==> config.mk <==
export PLATFORM = sky130hd
export DESIGN_NAME = ctl_ep_status
export DESIGN_NICKNAME = d
export VERILOG_FILES = /design/src/rtl/ep_pkg.sv /design/src/rtl/ep_mode_reg.sv /design/src/rtl/ep_count_reg.sv /design/src/rtl/ep_buf_gate.sv /design/src/rtl/ctl_ep_status.sv
export SDC_FILE = /design/constraint.sdc
export NUM_CORES = 1
export LEC_CHECK = 0
export ABC_CLOCK_PERIOD_IN_PS = 1200
export CORE_AREA = 2 2 46 48
export CTS_CLUSTER_DIAMETER = 50
export DETAILED_ROUTE_END_ITERATION = 8
export DIE_AREA = 0 0 48 50
export DONT_BUFFER_PORTS = 1
export GPL_TIMING_DRIVEN = 0
export SETUP_SLACK_MARGIN = 0.05
export SLEW_MARGIN = 20
export SYNTH_ARGS = -nofsm -noshare
export SYNTH_HDL_FRONTEND = slang
export SYNTH_SLANG_ARGS = --single-unit
==> constraint.sdc <==
create_clock -name clk -period 1.2 [get_ports clk]
set_input_delay 0.06 -clock clk [delete_from_list [all_inputs] [get_ports clk]]
set_output_delay 0.06 -clock clk [all_outputs]
set_load 0.02 [all_outputs]
==> src/rtl/ep_pkg.sv <==
package ep_pkg;
    localparam int REG_W   = 8;
    localparam int CNT_W   = 6;
    localparam int MAX_PKT = 32;

    localparam logic [1:0] PID_NONE  = 2'b00;
    localparam logic [1:0] PID_OUT   = 2'b01;
    localparam logic [1:0] PID_IN    = 2'b10;
    localparam logic [1:0] PID_SETUP = 2'b11;

    localparam int BIT_SETUP = 7;
    localparam int BIT_IN    = 6;
    localparam int BIT_OUT   = 5;
    localparam int BIT_ACK   = 4;

    typedef struct packed {
        logic [REG_W-1:0] mode;
        logic             lock;
        logic             hold;
    } mode_st_t;
endpackage

==> src/rtl/ep_mode_reg.sv <==
module ep_mode_reg
    import ep_pkg::*;
(
    input  logic             clk,
    input  logic             rst_n,
    input  logic             sie_done,
    input  logic [1:0]       sie_pid,
    input  logic             sie_ack,
    input  logic             sie_setup_win,
    input  logic             mode_wr,
    input  logic             mode_rd,
    input  logic [REG_W-1:0] wdata,
    output logic [REG_W-1:0] mode_q,
    output logic             lock_q
);
    mode_st_t st_d, st_q;
    logic     guard;

    always_comb begin
        st_d  = st_q;
        guard = sie_setup_win || st_q.hold;
        // CPU write, discarded when the SIE updates in the same cycle
        if (mode_wr && !sie_done) begin
            if (!st_q.lock)
                st_d.mode[REG_W-2:0] = wdata[REG_W-2:0];
            st_d.mode[BIT_SETUP] = guard ? (st_q.mode[BIT_SETUP] | wdata[BIT_SETUP])
                                         : wdata[BIT_SETUP];
        end
        // SIE end-of-transaction update
        if (sie_done) begin
            case (sie_pid)
                PID_SETUP: st_d.mode[BIT_SETUP] = 1'b1;
                PID_IN:    st_d.mode[BIT_IN]    = 1'b1;
                PID_OUT:   st_d.mode[BIT_OUT]   = 1'b1;
                default:   ;
            endcase
            if (sie_ack)
                st_d.mode[BIT_ACK] = 1'b1;
            st_d.lock = 1'b1;
        end else if (mode_rd) begin
            st_d.lock = 1'b0;
        end
        // SETUP data-phase window and its protection
        if (sie_setup_win) begin
            st_d.mode[BIT_SETUP] = 1'b1;
            st_d.hold            = 1'b1;
        end else if (mode_rd) begin
            st_d.hold = 1'b0;
        end
    end

    always_ff @(posedge clk) begin
        if (!rst_n) st_q <= '0;
        else        st_q <= st_d;
    end

    assign mode_q = st_q.mode;
    assign lock_q = st_q.lock;


    done_locks_chk: assert property (@(posedge clk) disable iff (!rst_n)
        sie_done |=> lock_q);

    locked_keep_chk: assert property (@(posedge clk) disable iff (!rst_n)
        (mode_wr && lock_q && !sie_done) |=> $stable(mode_q[REG_W-2:0]));

    read_unlock_chk: assert property (@(posedge clk) disable iff (!rst_n)
        (mode_rd && !sie_done) |=> !lock_q);

    win_forces_chk: assert property (@(posedge clk) disable iff (!rst_n)
        sie_setup_win |=> mode_q[BIT_SETUP]);

    guard_keep_chk: assert property (@(posedge clk) disable iff (!rst_n)
        (st_q.hold && mode_q[BIT_SETUP]) |=> mode_q[BIT_SETUP]);
endmodule

==> src/rtl/ep_count_reg.sv <==
module ep_count_reg
    import ep_pkg::*;
#(
    parameter int W       = REG_W,
    parameter int CW      = CNT_W,
    parameter int MAX_CNT = MAX_PKT
) (
    input  logic         clk,
    input  logic         rst_n,
    input  logic         cnt_wr,
    input  logic [W-1:0] wdata,
    output logic [W-1:0] count_q
);
    localparam logic [CW-1:0] LIMIT = CW'(MAX_CNT);

    logic [W-1:0]  cnt_d, cnt_q;
    logic [CW-1:0] bytes_in;

    always_comb begin
        cnt_d    = cnt_q;
        bytes_in = wdata[CW-1:0];
        if (cnt_wr) begin
            cnt_d[W-1:CW] = wdata[W-1:CW];
            cnt_d[CW-1:0] = (bytes_in > LIMIT) ? LIMIT : bytes_in;
        end
    end

    always_ff @(posedge clk) begin
        if (!rst_n) cnt_q <= '0;
        else        cnt_q <= cnt_d;
    end

    assign count_q = cnt_q;


    cnt_range_chk: assert property (@(posedge clk) disable iff (!rst_n)
        count_q[CW-1:0] <= LIMIT);

    cnt_flags_chk: assert property (@(posedge clk) disable iff (!rst_n)
        cnt_wr |=> (count_q[W-1:CW] == $past(wdata[W-1:CW])));
endmodule

==> src/rtl/ep_buf_gate.sv <==
module ep_buf_gate (
    input  logic clk,
    input  logic rst_n,
    input  logic setup_flag,
    input  logic req,
    output logic ok,
    output logic refused
);
    assign ok      = req && !setup_flag;
    assign refused = req &&  setup_flag;


    gate_excl_chk: assert property (@(posedge clk) disable iff (!rst_n)
        !(ok && refused));

    gate_setup_chk: assert property (@(posedge clk) disable iff (!rst_n)
        (req && setup_flag) |-> !ok);
endmodule

==> src/rtl/ctl_ep_status.sv <==
module ctl_ep_status
    import ep_pkg::*;
(
    input  logic             clk,
    input  logic             rst_n,
    input  logic             sie_done,
    input  logic [1:0]       sie_pid,
    input  logic             sie_ack,
    input  logic             sie_setup_win,
    input  logic             cpu_wr,
    input  logic             cpu_rd,
    input  logic             cpu_sel,
    input  logic [REG_W-1:0] cpu_wdata,
    output logic [REG_W-1:0] cpu_rdata,
    input  logic             buf_wr_req,
    output logic             buf_wr_ok,
    output logic             buf_wr_refused,
    output logic [REG_W-1:0] mode_reg,
    output logic [REG_W-1:0] count_reg,
    output logic             wr_locked
);
    logic mode_wr, mode_rd, cnt_wr;

    assign mode_wr = cpu_wr && !cpu_sel;
    assign mode_rd = cpu_rd && !cpu_sel;
    assign cnt_wr  = cpu_wr &&  cpu_sel;

    ep_mode_reg u_mode (
        .clk           (clk),
        .rst_n         (rst_n),
        .sie_done      (sie_done),
        .sie_pid       (sie_pid),
        .sie_ack       (sie_ack),
        .sie_setup_win (sie_setup_win),
        .mode_wr       (mode_wr),
        .mode_rd       (mode_rd),
        .wdata         (cpu_wdata),
        .mode_q        (mode_reg),
        .lock_q        (wr_locked)
    );

    ep_count_reg #(.W(REG_W), .CW(CNT_W), .MAX_CNT(MAX_PKT)) u_count (
        .clk     (clk),
        .rst_n   (rst_n),
        .cnt_wr  (cnt_wr),
        .wdata   (cpu_wdata),
        .count_q (count_reg)
    );

    ep_buf_gate u_gate (
        .clk        (clk),
        .rst_n      (rst_n),
        .setup_flag (mode_reg[BIT_SETUP]),
        .req        (buf_wr_req),
        .ok         (buf_wr_ok),
        .refused    (buf_wr_refused)
    );

    assign cpu_rdata = cpu_sel ? count_reg : mode_reg;


    collide_chk: assert property (@(posedge clk) disable iff (!rst_n)
        (sie_done && mode_wr) |=> wr_locked);
endmodule

==> results of run 1 <==
==> logic make-up (layout without fill, tap and decap cells) <==
kind of cell | after synthesis | after routing | share of synthesized area [%]
simple gates | 32 | 32 | 20.56
flops | 18 | 18 | 40.00
compound gates | 16 | 16 | 9.583
buf+inv | 16 | 33 | 12.08
mux | 15 | 15 | 17.78
==> state kept, by name (all words and copies together), names as in the netlist <==
register	flops
u_count.count_q	8
u_mode.lock_q	1
u_mode.mode_q	8
u_mode.st_q	1
==> cells in the mapped netlist (2+ instances only) <==
cell,instances
mux2_2,8
buf_6,2
mux2i_1,7
nand4b_1,5
nand2_1,10
dfxtp_1,18
nand3b_1,2
buf_4,8
buf_2,3
nor2_1,7
a31oi_1,2
nand3_1,4
a21oi_1,13
==> power groups by stage <==
stage,Clock [mW],Combinational [mW],Sequential (mW)
2_1_floorplan,0,0.165,0.671
4_1_cts,0.375,0.230,0.664
3_5_place_dp,0,0.188,0.677
6_report,0.363,0.229,0.665
5_1_grt,0.408,0.248,0.670
3_3_place_gp,0,0.187,0.676
==> cells in the final DEF, fill, tap and decap left out, types with 4 or more instances in the layout <==
| cell type | count |
|---|---|
| nor2_1 | 7 |
| dfxtp_2 | 6 |
| mux2_2 | 8 |
| dlygate4sd3_1 | 13 |
| nand2_1 | 10 |
| a21oi_1 | 13 |
| buf_4 | 8 |
| mux2i_1 | 7 |
| nand4b_1 | 5 |
| dfxtp_1 | 11 |
| nand3_1 | 4 |
==> stage by stage <==
stage / util (%) / worst slack, ns / hold WS, ns / instances / power (mW)
finish: 58.49 / 0.01571 / -0.02657 / 141 / 1.257
CTS: 58.09 / 0.0008398 / -0.03059 / 141 / 1.269
global route: 58.49 / -0.08821 / -0.02703 / 141 / 1.325
floorplan: - / 0.1061 / 0.1774 / 97 / 0.8361
detailed placement: 49.34 / 0.01759 / 0.1913 / 124 / 0.8652
global placement: 49.34 / 0.04292 / 0.1830 / 124 / 0.8633
==> layout make-up <==
class                   instances  share of cell area, %
inverters                       2                 0.6749
well taps                      27                  3.037
plain buffers                  14                  9.111
multi-input cells              63                  38.81
repair buffers                 13                  11.70
flip-flops and latches         18                  33.41
clock buffers                   4                  3.262
==> metal layers <==
layer | share of wire, % | GRT usage [%]
met5 | 0 | 0
met4 | 0.44 | 2.703
met3 | 6.2 | 5.861
met2 | 51 | 30.89
met1 | 42 | 22.02
==> repair_timing <==
action,CTS,global route
resized for setup,0,6
setup endpoints to repair,7,13
hold endpoints to repair,17,5
pin swaps,2,0
==> path summary, 6_finish.rpt <==
path                                      endpoint  slack, ns  depth (start not counted)
worst max-delay path              u_mode.mode_q[4]       0.02                          4
worst max register to register    u_mode.mode_q[4]       0.02                          4
worst min register to register      u_mode.st_q[0]       0.51                          2
worst min-delay path            u_count.count_q[5]      -0.03                          2
==> summary.md, run 1 <==
| Metric | Value |
|---|---|
| Status | finished, violations left |
| Failing checks | negative hold slack |
| H-tree Lvls | 1 |
| Top post-synthesis cells by area | dfxtp_1 40%, mux2_2 10%, mux2i_1 7.8%, a21oi_1 7.2%, buf_4 6.7% |
| Leakage power | 0.4286 nW |
| Final Slew Violations | 0 |
| Ys Warns | 0 |
| CTS Buffer Depth | 2 |
| # port buffers | 0 |
| Die width | 48 um |
| Synthesized instance count | 97 |
| Postcts setup bufs | 0 |
| Register area | 371.6 um2 |
| Core area | 0.001902 mm2 |
| Worst hold start | rst_n |
| Switch share | 27.16% |
| Leading area contributor after synthesis | dfxtp_1 |
| CTS Sinks | 18 |
| Worst Hold Class | in2reg |
| WHS | -0.02657 ns |
| Slowest stage delay, CP | 0.39 ns |
| DP HPWL | 1395 um |
| Seq pwr share | 52.9% |
| CP arrival | 1.37 ns |
| Critical path's top delay family | flip-flops |
| Fin area | 0.001112 mm2 |
| Final setup vio count | 0 |
| Final Hold Viols | 5 |
| Multi-input combinational cell area | 431.7 um2 |
| First-pass GRT wire length | 3153 um |
| Initial DRC count | 15 |
| Initial antenna violation count | 0 |
| Tmin final | 1.184 ns |
| Post-synth EDFFs | 0 |
| Max VDD drop | 0.8320 mV |
| Skew-Pair Late Insertion Delay | 0.29 ns |
| Period Utilization, post-route | 98.69% |
| Num ports | 46 |
| DRC | 0 |
| Reg2reg start | u_mode.lock_q |
| Number of detailed-route iterations in the first pass | 4 |
| Slew headroom | 70.78% |
| FILL cells | 174 |
| Unrepaired setup endpoints after global routing | yes |
| Ys async rst share | 0% |
| Clk root buf | clkbuf_4 |
| Synth Cell Area | 900.9 um2 |
| Max FO, Critical Path | 7 |
| Ant diodes | 0 |
| CTS Buf Count | 3 |
| Cell Chain, Critical Path | nor4b_4 -> buf_6 -> mux2i_1 -> a21oi_1 |
| Yosys top cell area share | 40.00% |
| Share of cells above drive strength 1 | 28.95% |
| Synthesis-stage register bit count | 18 |
| Fmax | 0.8444 GHz |
| # hold bufs at CTS | 13 |
| ANT nets after route | 0 |
| Setup TNS | 0 ns |
| Die H | 50 um |
| Critical Path Source | u_mode.lock_q |
| Layout overhead on the synthesized area | 23.47% |
| Initial Util | 47.37% |
| Clock-pin slew on the worst setup and hold paths | 0.10 ns |
| Startpoint Class | register |
| Internal | 0.9158 mW |
| DR vias/cell | 5.369 |
| Clock Power Share | 28.9% |
| Max stage delay cell, worst path | dfxtp_4 |
| All-Layer GR Usage | 18.18% |
| Final net count | 134 |
| Gr ovfl total | 0 |
| Vias in the first global route | 706 |
| Drt total wl | 2025 um |
| WS Path Type | reg2reg |
| Synth Net Count | 116 |
| Largest net degree at the start of global routing | 11 |
| Vias | 757 |
| Critical Path Sink Type | register |
| Syn Area/Cell | 9.287 um2 |
| CP bufs+invs | 1 |
| Worst slew pin tran | 0.4383 ns |
| Max-cap viol count | 0 |
| Site row count | 16 |
| Combinational group share of total power | 18.2% |
| WL/cell | 14.36 um |
| Worst endpoint required time | 1.39 ns |
| CTS tree | built |
| Post-synthesis sequential area ratio | 40.00% |
| Gp weighted congestion | 0.7136 |
| Synth cell types | 21 |
| Pwr Density | 1130 mW/mm2 |
| DIE AREA | 0.002400 mm2 |
| Worst Clk Skew | 0.001463 ns |
| Top FF cell, synth | dfxtp_1 |
| Switching pwr | 0.3415 mW |
| DP Area | 938.4 um2 |
Power figures use the tool's default switching activity.
==> run 2, diff against run 1 <==
==> constraint.sdc (replaced) <==
create_clock -name clk -period 1.2 [get_ports clk]
set_input_delay 0.36 -clock clk [delete_from_list [all_inputs] [get_ports clk]]
set_output_delay 0.36 -clock clk [all_outputs]
set_load 0.02 [all_outputs]
==> run 2 against run 1 <==
Critical path depth is 3 lower; flip-flop and latch count unchanged; the run ends with negative setup slack left; hold slack improved by 0.20 ns; highest routed layer unchanged; via count decreased by 5.2%; clock skew about the same; maximum frequency is 12% lower; power shrank 5.5%; routed wire length grew 1.5%; sequential share of layout area is 3.5 points higher; register-to-register slack worse by 0.08 ns; core utilization shrank 0.53 points; first-iteration DRC count decreased by 60%.
==> summary.md, run 2 (same netlist as run 1, synthesis figures left out) <==
| Metric | Value |
|---|---|
| Num ports | 46 (unchanged) |
| Status | finished, violations left |
| Initial antenna violation count | 0 (unchanged) |
| Initial Util | 47.37% (unchanged) |
| Reg2Reg Setup Slack | -0.06 ns (-0.08 ns) |
| Seq pwr share | 55.5% (+2.6 points) |
| Worst Clk Skew | 0.001438 ns (-0.00002529 ns) |
| Vias | 718 (-5.2%) |
| DP HPWL | 1423 um (+2.0%) |
| Critical path's top delay family | flip-flops |
| Site row count | 16 (unchanged) |
| CTS tree | built |
| Leakage power | 0.4189 nW (-2.3%) |
| Period Utilization, post-route | 112.2% (+13 points) |
| Worst Hold Endpoint | u_mode.st_q[0] |
| Cell count after placement | 124 (unchanged) |
| Largest net degree at the start of global routing | 11 (unchanged) |
| Final net count | 121 (-9.7%) |
| Cell Chain, Critical Path | mux2_4 |
| Final setup vio count | 16 (+16) |
| Most frequent cells in the layout | 13 x a21oi_1, 10 x nand2_1, 10 x dfxtp_4, 8 x mux2_4, 8 x buf_6 |
| Unrepaired setup endpoints after global routing | yes |
| Slowest stage delay, CP | 0.38 ns (about the same) |
| DR vias/cell | 5.654 (+5.3%) |
| Reg2Reg Depth | 4 (unchanged) |
| Combinational group share of total power | 18.7% (+0.5 points) |
| DRC | 0 (unchanged) |
| Tot Pwr | 1.188 mW (-5.5%) |
| Reg2reg start | u_mode.lock_q |
| CP arrival | 0.99 ns (-0.38 ns) |
| Fmax | 0.7428 GHz (-12%) |
| Worst hold start | sie_setup_win |
| Vias in the first global route | 666 (-5.7%) |
| Core area | 0.001902 mm2 (unchanged) |
| Initial DRC count | 6 (-9) |
| H-tree Lvls | 1 (unchanged) |
| Skew-Pair Late Insertion Delay | 0.30 ns (about the same) |
| ANT nets after route | 0 (unchanged) |
| Failing checks | negative setup slack |
| Final std cells w/o fill | 127 (-9.9%) |
| FILL cells | 182 (+4.6%) |
| CP bufs+invs | 0 (-1) |
| Max VDD drop | 0.5942 mV (-29%) |
| Clk root buf | clkbuf_4 |
| Final Hold Viols | 0 (-5) |
| Max stage delay cell, worst path | dfxtp_4 |
| All-Layer GR Usage | 18.14% (-0.038 points) |
| Gr ovfl total | 0 (unchanged) |
| WS Path Type | reg2out |
| Clock Power Share | 25.8% (-3.1 points) |
| Worst endpoint required time | 0.84 ns (-0.55 ns) |
| Worst Hold Class | in2reg |
| R2R Path End | u_mode.mode_q[5] |
| Hold path depth | 2 (unchanged) |
| Critical Path Sink Type | output port |
| Die width | 48 um (unchanged) |
| Worst slew pin tran | 0.4962 ns (+0.05785 ns) |
| Clock-pin slew on the worst setup and hold paths | 0.10 ns (about the same) |
| First-pass GRT wire length | 3091 um (-2.0%) |
| Setup ws final | -0.1462 ns (-0.1619 ns) |
| DIE AREA | 0.002400 mm2 (unchanged) |
| Postcts setup bufs | 0 (unchanged) |
| Gp weighted congestion | 0.7027 (-1.5%) |
| Number of detailed-route iterations in the first pass | 4 (unchanged) |
| Layout overhead on the synthesized area | 22.36% |
| Slew headroom | 66.92% (-3.9 points) |
| WL/cell | 16.19 um (+13%) |
| Startpoint Class | register |
| Max FO, Critical Path | 5 (-2) |
| Setup TNS | -1.292 ns (-1.292 ns) |
| Final Slew Violations | 0 (unchanged) |
| Drt total wl | 2056 um (+1.5%) |
| Pwr Density | 1077 mW/mm2 (-4.7%) |
| CTS Sinks | 18 (unchanged) |
| Commonest non-fill, non-tap cell in the layout | a21oi_1 |
| Ant diodes | 0 (unchanged) |
| # port buffers | 0 (unchanged) |
| Share of cells above drive strength 1 | 45.00% (+16 points) |
| Switch share | 29.18% (+2.0 points) |
| CTS Buf Count | 3 (unchanged) |
| Internal | 0.8411 mW (-8.2%) |
| Tmin final | 1.346 ns (+0.1619 ns) |
| Switching pwr | 0.3465 mW (+1.5%) |
| Max-cap viol count | 0 (unchanged) |
| Die H | 50 um (unchanged) |
| CTS Buffer Depth | 2 (unchanged) |
-- run 2: cell count changes in the layout (fill, tap and decap cells not counted), sizes merged --
cell	delta
clkbuf	-1
dlygate4sd3	-13
-- run 2: what timing repair did --
| action | CTS | global route |
|---|---|---|
| resized for setup | 28 | 10 |
| hold buffers | 0 | 0 |
| pin swaps | 2 | 2 |
| setup endpoints to repair | 27 | 25 |
| gates cloned | 0 | 0 |
| hold endpoints to repair | 0 | 0 |
-- run 2: worst max-delay path by stage --
stage                  startpoint          endpoint  cells after the start
2_1_floorplan            sie_done  u_mode.mode_q[4]                      5
3_5_place_dp             sie_done  u_mode.mode_q[5]                      5
3_3_place_gp             sie_done  u_mode.mode_q[6]                      5
6_report         u_mode.mode_q[7]      cpu_rdata[7]                      1
5_1_grt        u_count.count_q[2]      cpu_rdata[2]                      1
4_1_cts        u_count.count_q[5]      cpu_rdata[5]                      1
-- run 2: final cells by class --
cell class / count / area (um2) / share of cell area (%)
Tap cell: 27 / 33.78 / 3.065
Buffer: 14 / 156.4 / 14.19
Multi-Input combinational cell: 63 / 475.5 / 43.13
Sequential cell: 18 / 406.6 / 36.89
Clock buffer: 3 / 22.52 / 2.043
Inverter: 2 / 7.507 / 0.6810
-- run 2: power by group through the flow --
stage,logic [mW],clock network (mW),registers [mW]
4_1_cts,0.218,0.314,0.666
3_5_place_dp,0.210,0,0.679
6_report,0.222,0.307,0.659
5_1_grt,0.238,0.347,0.663
3_3_place_gp,0.209,0,0.678
2_1_floorplan,0.186,0,0.673
-- run 2: metrics by stage --
stage / worst slack (ns) / hold WS, ns / util, % / cell area [um2]
CTS: -0.1543 / 0.1740 / 56.32 / 1071
finish: -0.1462 / 0.1760 / 57.96 / 1102
floorplan: 0.0003353 / 0.4527 / - / 960.9
global route: -0.1828 / 0.1793 / 57.96 / 1102
detailed placement: -0.08712 / 0.4803 / 52.30 / 994.7
global placement: -0.06579 / 0.4663 / 52.30 / 994.7
-- run 2: layer usage --
metal  vias to the layer above  part of all wire, %  global-route usage, %
li1                        340                    -                      -
met1                       345                   41                  22.99
met2                        27                   51                  27.56
met3                         6                  6.3                  4.029
met4                         0                  2.4                  9.459
met5                         -                    0                      0
==> run 3, diff against run 2 <==
--- a/config.mk
+++ b/config.mk
@@ -5,11 +5,12 @@
 export SDC_FILE = /design/constraint.sdc
 export NUM_CORES = 1
 export LEC_CHECK = 0
+export ABC_AREA = 1
 export ABC_CLOCK_PERIOD_IN_PS = 1200
-export CORE_AREA = 2 2 46 48
+export CORE_AREA = 2 2 48 50
 export CTS_CLUSTER_DIAMETER = 50
 export DETAILED_ROUTE_END_ITERATION = 8
-export DIE_AREA = 0 0 48 50
+export DIE_AREA = 0 0 50 52
 export DONT_BUFFER_PORTS = 1
 export GPL_TIMING_DRIVEN = 0
 export SETUP_SLACK_MARGIN = 0.05
==> run 3 against run 2 <==
The run still ends with negative setup slack left; via count grew 22%; clock skew grew 0.0029 ns; routed wire length grew 16%; largest power group unchanged.
==> summary.md, run 3 <==
| Metric | Value |
|---|---|
| Worst Clk Skew | 0.004318 ns (+0.002880 ns) |
| Vias | 879 (+22%) |
| DR top layer | met4 |
| Status | finished, violations left |
| Final setup vio count | 10 (-6) |
| WL/cell | 14.17 um (-12%) |
| Slew headroom | 70.75% (+3.8 points) |
| H-tree Lvls | 1 (unchanged) |
| Synth cell types | 23 (+9.5%) |
| All-Layer GR Usage | 19.61% (+1.5 points) |
| Clk root buf | clkbuf_4 |
| Worst slew pin tran | 0.4387 ns (-0.05748 ns) |
| Commonest cells in the netlist | 48 x nand2_1, 18 x dfxtp_1, 10 x inv_1, 10 x nor2_1 |
| Period Utilization, post-route | 108.1% (-4.1 points) |
| Ant diodes | 0 (unchanged) |
| Syn Area/Cell | 7.069 um2 (-24%) |
| Max-cap viol count | 0 (unchanged) |
| Unrepaired setup endpoints after global routing | yes |
| Synth Cell Area | 968.4 um2 (+7.5%) |
| # port buffers | 0 (unchanged) |
| CTS Buf Count | 3 (unchanged) |
| DP Area | 0.001025 mm2 (+3.0%) |
| Startpoint Class | register |
| CTS Sinks | 18 (unchanged) |
| Gp weighted congestion | 0.8066 (+15%) |
| Worst endpoint required time | 0.84 ns (about the same) |
| Die H | 52 um (+4.0%) |
| CTS Buffer Depth | 2 (unchanged) |
| Vias in the first global route | 822 (+23%) |
| Commonest non-fill, non-tap cell in the layout | nand2_1 |
| # hold bufs at CTS | 0 (unchanged) |
| Synthesis-stage register bit count | 18 (unchanged) |
| Post-synth EDFFs | 0 (unchanged) |
| Failing checks | negative setup slack |
| Final std cells w/o fill | 169 (+33%) |
| Final Hold Viols | 0 (unchanged) |
| Share of cells above drive strength 1 | 46.81% (+1.8 points) |
| Skew-Pair Late Insertion Delay | 0.29 ns (about the same) |
| Metal2 WL | 1198 um (+15%) |
| Max FO, Critical Path | 2 (-3) |
| Top post-synthesis cells by area | dfxtp_1 37%, nand2_1 19%, buf_4 6.2%, a21oi_1 4.7%, nand3_1 4.7% |
| Synthesized instance count | 137 (+41%) |
| Worst Hold Class | in2reg |
| Pwr Density | 971.6 mW/mm2 (-9.8%) |
| Most frequent cells in the layout | 29 x nand2_1, 18 x nand2_4, 11 x dfxtp_4 |
| ANT nets after route | 0 (unchanged) |
| Cell count after placement | 165 (+33%) |
| DP HPWL | 1722 um (+21%) |
| Leakage power | 0.6096 nW (+46%) |
| WHS | 0.1598 ns (-0.01622 ns) |
| Top FF cell, synth | dfxtp_1 |
| Initial Util | 45.99% (-1.4 points) |
| Core area | 0.002106 mm2 (+11%) |
| Most frequent cell after synthesis | nand2_1 |
| Initial antenna violation count | 0 (unchanged) |
| Clock-pin slew on the worst setup and hold paths | 0.10 ns (about the same) |
| Tmin final | 1.297 ns (-0.04909 ns) |
| Initial DRC count | 12 (+6) |
| Site row count | 17 (+1) |
| Ys async rst share | 0% (unchanged) |
| CTS tree | built |
| Final net count | 162 (+34%) |
| Fmax | 0.7709 GHz (+3.8%) |
| Num ports | 46 (unchanged) |
| Number of detailed-route iterations in the first pass | 4 (unchanged) |
| Metal1 wirelength | 978 um (+17%) |
| Largest net degree at the start of global routing | 11 (unchanged) |
| Final Slew Violations | 0 (unchanged) |
| WS Path Type | reg2out |
| Critical Path Sink Type | output port |
| Drt total wl | 2394 um (+16%) |
| Synth Net Count | 156 (+34%) |
| Post-synthesis sequential area ratio | 37.21% (-2.8 points) |
| Setup ws final | -0.09715 ns (+0.04909 ns) |
| DR vias/cell | 5.201 (-8.0%) |
| Tot Pwr | 1.244 mW (+4.7%) |
| Routed wl met3 | 178 um (+38%) |
| Die width | 50 um (+4.2%) |
| First-pass GRT wire length | 3712 um (+20%) |
| Gr ovfl total | 0 (unchanged) |
| DIE AREA | 0.002600 mm2 (+8.3%) |
| Max VDD drop | 0.6048 mV (+1.8%) |
| Ys Warns | 0 (unchanged) |
| Yosys top cell area share | 37.21% (-2.8 points) |
| Leading area contributor after synthesis | dfxtp_1 |
| CP arrival | 0.94 ns (-0.05 ns) |
| Fin area | 0.001280 mm2 (+16%) |
| Layout overhead on the synthesized area | 32.17% |
| DRC | 0 (unchanged) |
-- run 3: metal layers --
layer | vias to the layer above | GRT usage (%)
met2 | 40 | 33.55
li1 | 438 | -
met1 | 396 | 22.32
met3 | 5 | 5.172
met4 | 0 | 10.19
met5 | - | 0
-- run 3: repair_timing --
| action | in CTS | in global routing |
|---|---|---|
| setup buffers | 1 | 0 |
| pin swaps | 9 | 3 |
| resized for setup | 68 | 8 |
| setup endpoints to repair | 20 | 18 |
-- run 3: path summary, 6_finish.rpt --
kind                           start               end  slack, ns  cells after the start
setup / recovery  u_count.count_q[5]      cpu_rdata[5]       -0.1                      2
hold / removal                 rst_n  u_mode.mode_q[6]       0.16                      2
setup reg to reg       u_mode.lock_q  u_mode.mode_q[5]       0.19                      7
hold reg to reg       u_mode.st_q[0]    u_mode.st_q[0]       0.48                      2
-- run 3: cells by family after synthesis --
family          synth area share, %
simple gates                  39.02
compound gates                8.526
flops                         37.21
buf+inv                       15.25
-- run 3: through the flow --
step	setup slack [ns]	setup TNS [ns]	util, %
after global routing	-0.1327	-0.5643	60.78
after floorplan	0.02962	0	-
after CTS	-0.1092	-0.2595	59.30
after detailed placement	-0.08685	-0.5921	48.66
after global placement	-0.09638	-0.6181	48.66
final	-0.09715	-0.1818	60.78
-- run 3: report_power, final --
group          switching, mW  internal [mW]
Combinational          0.165          0.103
Clock                  0.183          0.117
Sequential            0.0571          0.619
Total                  0.405          0.839
-- run 3: area by class of cell --
cell class / count / area [um2]
clock buffer: 3 / 22.52
tap: 28 / 35.03
fill: 198 / 825.8
sequential: 18 / 409.1
buffer: 11 / 125.1
multi-input combinational: 93 / 606.8
timing repair buffer: 1 / 7.507
inverter: 15 / 73.82
-- run 3: worst max-delay path: stages, from the launching register on --
cell	delay (ns)
dfxtp_4	0.41
inv_4	0.05
o21ai_4	0.19
